--- config.mk ---
export PLATFORM = sky130hd
export DESIGN_NAME = mdio_mgmt_master
export DESIGN_NICKNAME = d
export VERILOG_FILES = /design/src/rtl/mdio_mgmt_pkg.sv /design/src/rtl/mdio_mgmt_ctrl.sv /design/src/rtl/mdio_mgmt_dp.sv /design/src/rtl/mdio_mgmt_master.sv
export SDC_FILE = /design/constraint.sdc
export NUM_CORES = 1
export LEC_CHECK = 0
export BUFFER_PORTS_ARGS = -buffer_cell sky130_fd_sc_hd__buf_2
export CAP_MARGIN = 10
export CORE_MARGIN = 3
export CORE_UTILIZATION = 30
export DETAILED_ROUTE_END_ITERATION = 12
export PLACE_DENSITY = 0.51
export SYNTH_ARGS = -nofsm -noshare
export SYNTH_HDL_FRONTEND = slang
export SYNTH_SLANG_ARGS = --single-unit
--- constraint.sdc ---
create_clock -name clk -period 2.93 [get_ports clk]
set_clock_uncertainty 0.15 [all_clocks]
set_input_delay 0.586 -clock clk [delete_from_list [all_inputs] [get_ports clk]]
set_output_delay 0.586 -clock clk [all_outputs]
set_load 0.005 [all_outputs]
--- src/rtl/mdio_mgmt_pkg.sv ---
package mdio_mgmt_pkg;
  // Frame field widths
  localparam int PRE_BITS   = 32;
  localparam int PHY_W      = 5;
  localparam int REG_W      = 5;
  localparam int DATA_W     = 16;
  localparam int FRAME_BITS = PRE_BITS + 2 + 2 + PHY_W + REG_W + 2 + DATA_W;
  localparam int TA_IDX     = PRE_BITS + 4 + PHY_W + REG_W;
  localparam int DATA_IDX   = TA_IDX + 2;

  // Frame codes
  localparam logic [1:0] SOF_CODE = 2'b01;
  localparam logic [1:0] OP_WR    = 2'b01;
  localparam logic [1:0] OP_RD    = 2'b10;
  localparam logic [1:0] TA_WR    = 2'b10;

  // Register offsets
  localparam logic [2:0] OFS_CFG   = 3'd0;
  localparam logic [2:0] OFS_CMD   = 3'd1;
  localparam logic [2:0] OFS_ADDR  = 3'd2;
  localparam logic [2:0] OFS_WDATA = 3'd3;
  localparam logic [2:0] OFS_RSTAT = 3'd4;
  localparam logic [2:0] OFS_IND   = 3'd5;
  localparam int CFG_RST_BIT = 31;

  // Control to datapath strobes
  typedef struct packed {
    logic loadWr;
    logic loadRd;
    logic shift;
    logic sample;
    logic capture;
  } seqStrobe_t;
endpackage

--- src/rtl/mdio_mgmt_ctrl.sv ---
module mdio_mgmt_ctrl
  import mdio_mgmt_pkg::*;
#(
  parameter int DIV_W   = 8,
  parameter int DEF_DIV = 4
) (
  input  logic             clk,
  input  logic             rstN,
  input  logic [2:0]       regAddr,
  input  logic             regWe,
  input  logic             cfgRstIn,
  input  logic [DIV_W-1:0] divIn,
  input  logic             cmdIn,
  output logic [DIV_W-1:0] divReg,
  output logic             cmdBit,
  output logic             busy,
  output logic             notValid,
  output logic             mdc,
  output logic             mdioOe,
  output seqStrobe_t       strb
);
  localparam int BIT_W = $clog2(FRAME_BITS + 1);
  localparam logic [BIT_W-1:0] LAST_IDX = BIT_W'(FRAME_BITS);
  localparam logic [BIT_W-1:0] TA_POS   = BIT_W'(TA_IDX);
  localparam logic [BIT_W-1:0] DATA_POS = BIT_W'(DATA_IDX);

  logic [DIV_W-1:0] effDiv;
  logic [DIV_W-1:0] halfCnt;
  logic [BIT_W-1:0] bitIdx;
  logic             isRead;
  logic             cfgHit, softRst, cmdHit, wrStart, rdStart;
  logic             halfEnd, riseEv, fallEv, frameDone, shiftNow;

  always_comb begin
    effDiv    = (divReg == '0) ? DIV_W'(1) : divReg;
    cfgHit    = regWe && (regAddr == OFS_CFG);
    softRst   = cfgHit && cfgRstIn;
    cmdHit    = regWe && (regAddr == OFS_CMD);
    wrStart   = regWe && (regAddr == OFS_WDATA) && !busy;
    rdStart   = cmdHit && cmdIn && !cmdBit && !busy;
    halfEnd   = busy && (halfCnt == effDiv);
    riseEv    = halfEnd && !mdc;
    fallEv    = halfEnd && mdc;
    frameDone = fallEv && (bitIdx == LAST_IDX);
    // one clock after the falling edge of MDC
    shiftNow  = busy && !mdc && (halfCnt == '0) && (bitIdx != '0);
  end

  always_comb begin
    strb.loadWr  = wrStart;
    strb.loadRd  = rdStart;
    strb.shift   = shiftNow && !softRst;
    strb.sample  = riseEv && isRead && (bitIdx >= DATA_POS) && !softRst;
    strb.capture = frameDone && isRead && !softRst;
  end

  always_ff @(posedge clk or negedge rstN) begin
    if (!rstN) begin
      divReg   <= DIV_W'(DEF_DIV);
      cmdBit   <= 1'b0;
      busy     <= 1'b0;
      notValid <= 1'b0;
      mdc      <= 1'b0;
      mdioOe   <= 1'b0;
      halfCnt  <= '0;
      bitIdx   <= '0;
      isRead   <= 1'b0;
    end else if (softRst) begin
      cmdBit   <= 1'b0;
      busy     <= 1'b0;
      notValid <= 1'b0;
      mdc      <= 1'b0;
      mdioOe   <= 1'b0;
      halfCnt  <= '0;
      bitIdx   <= '0;
      isRead   <= 1'b0;
    end else begin
      if (cfgHit && !busy) divReg <= divIn;
      if (cmdHit && !busy) cmdBit <= cmdIn;
      if (wrStart || rdStart) begin
        busy     <= 1'b1;
        isRead   <= rdStart;
        notValid <= rdStart;
        mdc      <= 1'b0;
        mdioOe   <= 1'b1;
        halfCnt  <= '0;
        bitIdx   <= '0;
      end else if (busy) begin
        if (halfEnd) begin
          halfCnt <= '0;
          mdc     <= !mdc;
          if (riseEv) bitIdx <= bitIdx + BIT_W'(1);
        end else begin
          halfCnt <= halfCnt + DIV_W'(1);
        end
        if (shiftNow && isRead && (bitIdx == TA_POS)) mdioOe <= 1'b0;
        if (frameDone) begin
          busy     <= 1'b0;
          notValid <= 1'b0;
          mdioOe   <= 1'b0;
          isRead   <= 1'b0;
        end
      end
    end
  end
endmodule

--- src/rtl/mdio_mgmt_dp.sv ---
module mdio_mgmt_dp
  import mdio_mgmt_pkg::*;
(
  input  logic              clk,
  input  logic              rstN,
  input  seqStrobe_t        strb,
  input  logic              addrWe,
  input  logic [PHY_W-1:0]  phyIn,
  input  logic [REG_W-1:0]  regIn,
  input  logic [DATA_W-1:0] wdata,
  input  logic              mdioIn,
  output logic [PHY_W-1:0]  phyAddr,
  output logic [REG_W-1:0]  regNum,
  output logic [DATA_W-1:0] rdData,
  output logic              mdioOut
);
  logic [FRAME_BITS-1:0] shiftReg;
  logic [FRAME_BITS-1:0] frameImg;
  logic [DATA_W-1:0]     rdShift;

  always_comb begin
    if (strb.loadRd)
      frameImg = {{PRE_BITS{1'b1}}, SOF_CODE, OP_RD, phyAddr, regNum,
                  2'b11, {DATA_W{1'b1}}};
    else
      frameImg = {{PRE_BITS{1'b1}}, SOF_CODE, OP_WR, phyAddr, regNum,
                  TA_WR, wdata};
  end

  assign mdioOut = shiftReg[FRAME_BITS-1];

  always_ff @(posedge clk or negedge rstN) begin
    if (!rstN) begin
      phyAddr  <= '0;
      regNum   <= '0;
      shiftReg <= '1;
      rdShift  <= '0;
      rdData   <= '0;
    end else begin
      if (addrWe) begin
        phyAddr <= phyIn;
        regNum  <= regIn;
      end
      if (strb.loadWr || strb.loadRd)
        shiftReg <= frameImg;
      else if (strb.shift)
        shiftReg <= {shiftReg[FRAME_BITS-2:0], 1'b1};
      if (strb.loadRd)
        rdShift <= '0;
      else if (strb.sample)
        rdShift <= {rdShift[DATA_W-2:0], mdioIn};
      if (strb.capture) rdData <= rdShift;
    end
  end
endmodule

--- src/rtl/mdio_mgmt_master.sv ---
module mdio_mgmt_master
  import mdio_mgmt_pkg::*;
#(
  parameter int DIV_W   = 8,
  parameter int DEF_DIV = 4
) (
  input  logic        clk,
  input  logic        rstN,
  input  logic [2:0]  regAddr,
  input  logic        regWe,
  input  logic [31:0] regWdata,
  output logic [31:0] regRdata,
  output logic        mdc,
  output logic        mdioOut,
  output logic        mdioOe,
  input  logic        mdioIn
);
  seqStrobe_t        strb;
  logic [DIV_W-1:0]  divReg;
  logic              cmdBit, busy, notValid;
  logic [PHY_W-1:0]  phyAddr;
  logic [REG_W-1:0]  regNum;
  logic [DATA_W-1:0] rdData;
  logic              unusedWdata;

  assign unusedWdata = ^regWdata;

  mdio_mgmt_ctrl #(.DIV_W(DIV_W), .DEF_DIV(DEF_DIV)) i_ctrl (
    .clk      (clk),
    .rstN     (rstN),
    .regAddr  (regAddr),
    .regWe    (regWe),
    .cfgRstIn (regWdata[CFG_RST_BIT]),
    .divIn    (regWdata[DIV_W-1:0]),
    .cmdIn    (regWdata[0]),
    .divReg   (divReg),
    .cmdBit   (cmdBit),
    .busy     (busy),
    .notValid (notValid),
    .mdc      (mdc),
    .mdioOe   (mdioOe),
    .strb     (strb)
  );

  mdio_mgmt_dp i_dp (
    .clk     (clk),
    .rstN    (rstN),
    .strb    (strb),
    .addrWe  (regWe && (regAddr == OFS_ADDR)),
    .phyIn   (regWdata[8 +: PHY_W]),
    .regIn   (regWdata[0 +: REG_W]),
    .wdata   (regWdata[DATA_W-1:0]),
    .mdioIn  (mdioIn),
    .phyAddr (phyAddr),
    .regNum  (regNum),
    .rdData  (rdData),
    .mdioOut (mdioOut)
  );

  always_comb begin
    regRdata = '0;
    case (regAddr)
      OFS_CFG:   regRdata = 32'(divReg);
      OFS_CMD:   regRdata = 32'(cmdBit);
      OFS_ADDR: begin
        regRdata[8 +: PHY_W] = phyAddr;
        regRdata[0 +: REG_W] = regNum;
      end
      OFS_RSTAT: regRdata = 32'(rdData);
      OFS_IND:   regRdata = {30'b0, notValid, busy};
      default:   regRdata = '0;
    endcase
  end
endmodule

==> results of run 1 <==
[state kept, by name, summed over array words and instances, names as in the netlist]
register	cells
i_ctrl.bitIdx	7
i_dp.shiftReg	64
i_ctrl.mdioOe	1
i_dp.rdShift	16
i_ctrl.mdc	1
i_ctrl.halfCnt	8
i_ctrl.busy	1
i_dp.regNum	5
i_ctrl.cmdBit	1
i_dp.phyAddr	5
i_dp.rdData	16
i_ctrl.notValid	1
i_ctrl.divReg	8
[logic make-up (layout without fill, tap and decap cells)]
| group | count (synthesis) | after routing | share of synthesized area [%] |
|---|---|---|---|
| other | 1 | 16 | 0.0595 |
| flip-flops | 134 | 134 | 54.5 |
| buffers and inverters | 60 | 99 | 4.87 |
| AND/OR/NAND/NOR | 188 | 188 | 14.0 |
| multiplexers | 66 | 66 | 11.8 |
| XOR/XNOR | 12 | 12 | 1.67 |
| AO/OA/AOI/OAI | 104 | 104 | 12.1 |
| adder cells (fa/ha/maj) | 5 | 5 | 0.993 |
[layer usage]
metal  vias up  track usage (%)  share of wire [%]
li1       2091                -                  -
met3        27             3.65                3.8
met1      2268             17.1                 44
met2        96             22.6                 50
met5         -                0               0.25
met4         6             5.17                1.8
[final cells by class]
type	count	area share, %
Sequential cell	134	46.6
Multi-Input combinational cell	391	35.8
Clock buffer	29	7.09
Timing Repair Buffer	62	5.44
Tap cell	270	4.59
Inverter	6	0.306
Clock inverter	2	0.170
[final timing paths]
| path | end | slack [ns] | cells past startpoint | start |
|---|---|---|---|---|
| max in group asynchronous | i_dp.shiftReg[56] | 1.91 | 2 | rstN |
| max | i_dp.rdData[11] | 0.22 | 7 | i_ctrl.bitIdx[0] |
| max reg2reg | i_dp.rdData[11] | 0.22 | 7 | i_ctrl.bitIdx[0] |
| min | i_ctrl.bitIdx[3] | 0.003 | 1 | rstN |
| min reg2reg | i_dp.shiftReg[31] | 0.32 | 2 | i_dp.shiftReg[30] |
| min in group clk | i_dp.shiftReg[14] | 0.27 | 3 | regWdata[14] |
[power breakdown]
group	internal, mW	switching, mW	leakage [nW]
registers	2.38	0.283	1.60
logic	0.442	0.506	1.33
clock network	1.19	0.741	0.257
[cells in the mapped netlist, types with 2 or more instances]
cell type  instances
mux2_2            26
xnor2_1            8
a31oi_1           18
nand4_1            2
o311ai_0           2
a211o_1            2
buf_4             16
inv_1              6
and2_1             2
mux2i_1           30
nor2_1            36
o21ai_0            8
a21oi_1           13
o211ai_1           2
and3_1             6
dfrtp_1           69
or3_1              4
ha_1               5
nand2b_1           4
nor2b_1            3
or4_1              4
nand2_1           77
nand3b_1           4
nor3_1            15
nand3_1           19
xor2_1             4
a22oi_1           15
o22a_1            35
dfstp_2           65
nor4b_1            4
mux2_4            10
a211oi_1           2
or2b_1             2
o31ai_1            4
clkbuf_1          33
[stage by stage]
stage / cells / utilization [%]
floorplan: 585 / -
finish: 894 / 36.0
global route: 894 / 36.0
detailed placement: 863 / 33.4
global placement: 863 / 33.4
CTS: 894 / 36.0
==> results.ini, run 1 <==
[cells_and_area]
n_antenna_cell=0
seqCellArea_mm2=0.00343
area_growth_pct=16.9
design_area_mm2=0.00736
drive_gt1_share_pct=30.6
nets=656
multi_input_area_mm2=0.00263
fillers=2077
final_cell_mix=nand2_1, dfrtp_1, dfstp_2
final_common_cell=nand2_1

[timing]
rsz0062_at_grt=no
setup_viol=0
max_slew_margin_pct=33.3
clock.fmax_mhz=369
worst_pin_slew_ns=1.00
drv_slew=0
hold_viol_final=0
hold_ws_ns=0.00267
tns_ns=0
finalCritPeriodShare_pct=92.5
period_needed_ns=2.71
setup_slack_ns=0.218

[clock_network]
clock_sinks=134
post_cts.repair.setup_buffers=0
htree_levels=4
cts_buffers=17
clk_path_buf_depth=2
clkSlewWorstSetupHoldPaths_ns=0.06
clock_latency_ns=0.42
cts_tree=built
hold_buffers=0
ctsResizeCount=0
root_buffer=clkbuf_16

[critical_path]
critPathRequiredTime_ns=3.07
critPathKind=reg -> reg
critical-path-top-delay-family=simple AND/OR/NAND/NOR gates
crit_slowest_cell=or4b_1
crit_path_max_fanout=16
critPathLaunchType=flip-flop
path_cells=inv_1 -> ha_1 -> nor4b_1 -> nand4b_1 -> or4b_1 -> buf_4 -> mux2_4
critPathCaptureType=flip-flop
slowest_delay_ns=0.58
crit_arrival_ns=2.85
cp_num_buf_inv=2

[die]
die_area_mm2=0.0228
core_area_mm2=0.0204
start_util_pct=30.8
rows=52
die_h_um=151
chipWidth_um=151
ios=74

[yosys]
synth_cells=570
yosysWarnings=0
yosys_register_bits=134
synth_cell_types=50
yosysTopAreaCell=dfrtp_1
synth_area_mm2=0.00630
synth_area_leaders=dfrtp_1, dfstp_2, o22a_1
synth_flop_cell=dfrtp_1
yosysSeqAreaShare_pct=54.5
synth_edf_count=0
syn_area_per_cell_um2=11.1
yosysTopAreaCellShare_pct=27.4
ys_async_sr_fraction_pct=100

[place]
place_congestion=0.803
portBuffers=42
postPlaceCellArea_mm2=0.00683
place_hpwl_um=9900
dp_slack_ns=0.260

[global_routing]
grt_pass1_wl_um=24200
grt_max_degree=62
grt_util_all_layers_pct=13.7
grt_pass1_vias=4558
antenna_found_initial=3
overflow=0

[detailed_routing]
dr.pass1.iters=4
via_per_inst=5.02
drt_iter0_drc=184
drc_errors=0
wl_um=14800
via_count=4488
drtAntennaViolNets=0
wire_per_inst_um=16.6

[power]
peakVddDrop_uv=404
powerDensity_mw_per_mm2=753
p_leak_nw=3.19
power_mw=5.55

[job]
maxCapViolCount=0

[hold_path]
hold_class=in -> async

[run_status]
status=finished clean

Power figures use the tool's default switching activity.
==> run 2, diff against run 1 <==
--- a/config.mk
+++ b/config.mk
@@ -10,7 +10,8 @@
 export CORE_MARGIN = 3
 export CORE_UTILIZATION = 30
 export DETAILED_ROUTE_END_ITERATION = 12
-export PLACE_DENSITY = 0.51
+export PLACE_DENSITY = 0.52
+export SLEW_MARGIN = 20
 export SYNTH_ARGS = -nofsm -noshare
 export SYNTH_HDL_FRONTEND = slang
 export SYNTH_SLANG_ARGS = --single-unit
==> constraint.sdc (replaced) <==
create_clock -name clk -period 2.3 [get_ports clk]
set_clock_uncertainty 0.15 [all_clocks]
set_input_delay 0.46 -clock clk [delete_from_list [all_inputs] [get_ports clk]]
set_output_delay 0.46 -clock clk [all_outputs]
set_load 0.005 [all_outputs]
==> results.ini, run 2 (same netlist as run 1, synthesis figures left out) <==
[clock_network]
htree_levels=4  ; unchanged
clock_sinks=134  ; unchanged
root_buffer=clkbuf_16  ; unchanged
clk_path_buf_depth=2  ; unchanged
clkSlewWorstSetupHoldPaths_ns=0.06  ; about the same
cts_buffers=17  ; unchanged
clock_latency_ns=0.42  ; about the same
cts_tree=built  ; unchanged

[timing]
clock.fmax_mhz=415  ; was 369 MHz
finalCritPeriodShare_pct=105  ; was 92.5%
period_needed_ns=2.41  ; was 2.71 ns
hold_viol_final=0  ; unchanged
tns_ns=-1.49  ; was 0 ns
drv_slew=0  ; unchanged
setup_viol=24  ; was 0
rsz0062_at_grt=yes  ; was no
hold_ws_ns=0.120  ; was 0.00267 ns
setup_slack_ns=-0.107  ; was 0.218 ns

[job]
maxCapViolCount=0  ; unchanged

[cells_and_area]
final_cell_mix=dfrtp_1, dfstp_2, nand2_1  ; was nand2_1, dfrtp_1, dfstp_2
regMostFlops=i_dp.shiftReg  ; unchanged
fillers=2028  ; was 2077
largestRegisters=i_dp.shiftReg x64, i_dp.rdData x16, i_dp.rdShift x16  ; unchanged
largest_reg_flops=64  ; unchanged
final_cells=950  ; was 894
area_growth_pct=30.8  ; was 16.9%
seqCellArea_mm2=0.00343  ; unchanged
nets=710  ; was 656
multi_input_area_mm2=0.00286  ; was 0.00263 mm2
final_common_cell=dfrtp_1  ; was nand2_1
drive_gt1_share_pct=42.7  ; was 30.6%

[place]
dp.cells=900  ; was 863
portBuffers=42  ; unchanged
place_hpwl_um=10700  ; was 9900 um
place_congestion=0.810  ; was 0.803
dp_slack_ns=-0.168  ; was 0.260 ns

[die]
start_util_pct=30.8  ; unchanged
die_area_mm2=0.0228  ; unchanged
chipWidth_um=151  ; unchanged
rows=52  ; unchanged
core_area_mm2=0.0204  ; unchanged
ios=74  ; unchanged
die_h_um=151  ; unchanged

[critical_path]
crit_arrival_ns=2.56  ; was 2.85 ns
path_cells=xnor2_1 -> nand2_1 -> or3_4 -> or4b_4 -> clkbuf_16 -> mux2_4  ; was inv_1 -> ha_1 -> nor4b_1 -> nand4b_1 -> or4b_1 -> buf_4 -> mux2_4
critPathKind=reg -> reg  ; unchanged
crit_slowest_cell=dfstp_2  ; was or4b_1
critPathCaptureType=flip-flop  ; unchanged
crit_path_max_fanout=8  ; was 16
critPathLaunchType=flip-flop  ; unchanged
slowest_delay_ns=0.54  ; was 0.58 ns
critPathRequiredTime_ns=2.46  ; was 3.07 ns

[run_status]
failed_checks=negative setup slack
status=finished, violations left  ; was finished clean

[global_routing]
grt_pass1_vias=4915  ; was 4558
antenna_found_initial=2  ; was 3
grt_util_all_layers_pct=14.5  ; was 13.7%
grt_pass1_wl_um=25800  ; was 24200 um
grt_max_degree=67  ; was 62
overflow=0  ; unchanged

[detailed_routing]
dr.pass1.iters=5  ; was 4
via_per_inst=4.93  ; was 5.02
drt_iter0_drc=222  ; was 184
wire_per_inst_um=16.9  ; was 16.6 um
wl_um=16100  ; was 14800 um
drtAntennaViolNets=0  ; unchanged
via_count=4683  ; was 4488
drc_errors=0  ; unchanged

[power]
powerDensity_mw_per_mm2=971  ; was 753 mW/mm2
p_leak_nw=3.62  ; was 3.19 nW
power_mw=8.00  ; was 5.55 mW
peakVddDrop_uv=580  ; was 404 uV

[hold_path]
hold_class=in -> reg  ; was in -> async

[run 2: changes by cell type in the layout (fill, tap and decap cells not counted), sizes merged]
cell	change
inv	+3
diode	+1
bufinv	+3
clkinv	+7
dlygate4sd3	+1
clkinvlp	-1
clkbuf	-10
buf	+52
[run 2: cell type report]
| type | instances | area share (%) |
|---|---|---|
| Clock buffer | 18 | 5.33 |
| Multi-Input combinational cell | 391 | 34.7 |
| Inverter | 6 | 0.304 |
| Sequential cell | 134 | 41.7 |
| Clock inverter | 14 | 2.11 |
| Tap cell | 270 | 4.10 |
| Antenna cell | 1 | 0.0304 |
| Timing Repair Buffer | 116 | 11.7 |
[run 2: path summary, 6_finish.rpt]
path | cells past startpoint | to | slack (ns) | startpoint
max in group asynchronous | 3 | i_dp.shiftReg[55] | 1.09 | rstN
worst max-delay path | 6 | i_dp.rdData[11] | -0.11 | i_ctrl.divReg[2]
worst min register to register | 2 | i_dp.shiftReg[31] | 0.30 | i_dp.shiftReg[30]
worst max register to register | 6 | i_dp.rdData[11] | -0.11 | i_ctrl.divReg[2]
min in group asynchronous | 2 | i_ctrl.bitIdx[5] | 0.27 | rstN
worst min-delay path | 3 | i_dp.shiftReg[15] | 0.12 | regWdata[15]
[run 2: critical path: cells and delay by family, from the launching register on]
kind	cells	cell delay, ns
AND/OR/NAND/NOR	3	1.00
flip-flops	1	0.54
multiplexers	1	0.29
buffers and inverters	1	0.20
XOR/XNOR	1	0.12
[run 2: power breakdown]
part	switching, mW	internal, mW
Clock	1.09	1.74
Sequential	0.350	3.03
Combinational	0.863	0.918
[run 2: repair_timing]
action | in CTS | in global routing
cloned | 3 | 1
pin swaps | 4 | 35
resized for setup | 9 | 52
endpoints found under the hold margin | 8 | 0
setup endpoints to repair | 74 | 85
setup buffers | 7 | 8
hold buffers | 1 | 0
[run 2: routing by layer]
metal  routed length, um  vias to the layer above  track usage [%]
li1                    -                     2197                -
met1                7020                     2367             18.3
met2                8130                       94             24.1
met3                 610                       21             3.47
met4                 257                        4             5.53
met5                  32                        -                0
[run 2: metrics by stage]
step / util, % / area, um2
global placement: 35.1 / 7170
CTS: 39.1 / 7990
global route: 40.3 / 8240
detailed placement: 35.1 / 7170
floorplan: - / 6370
finish: 40.3 / 8240
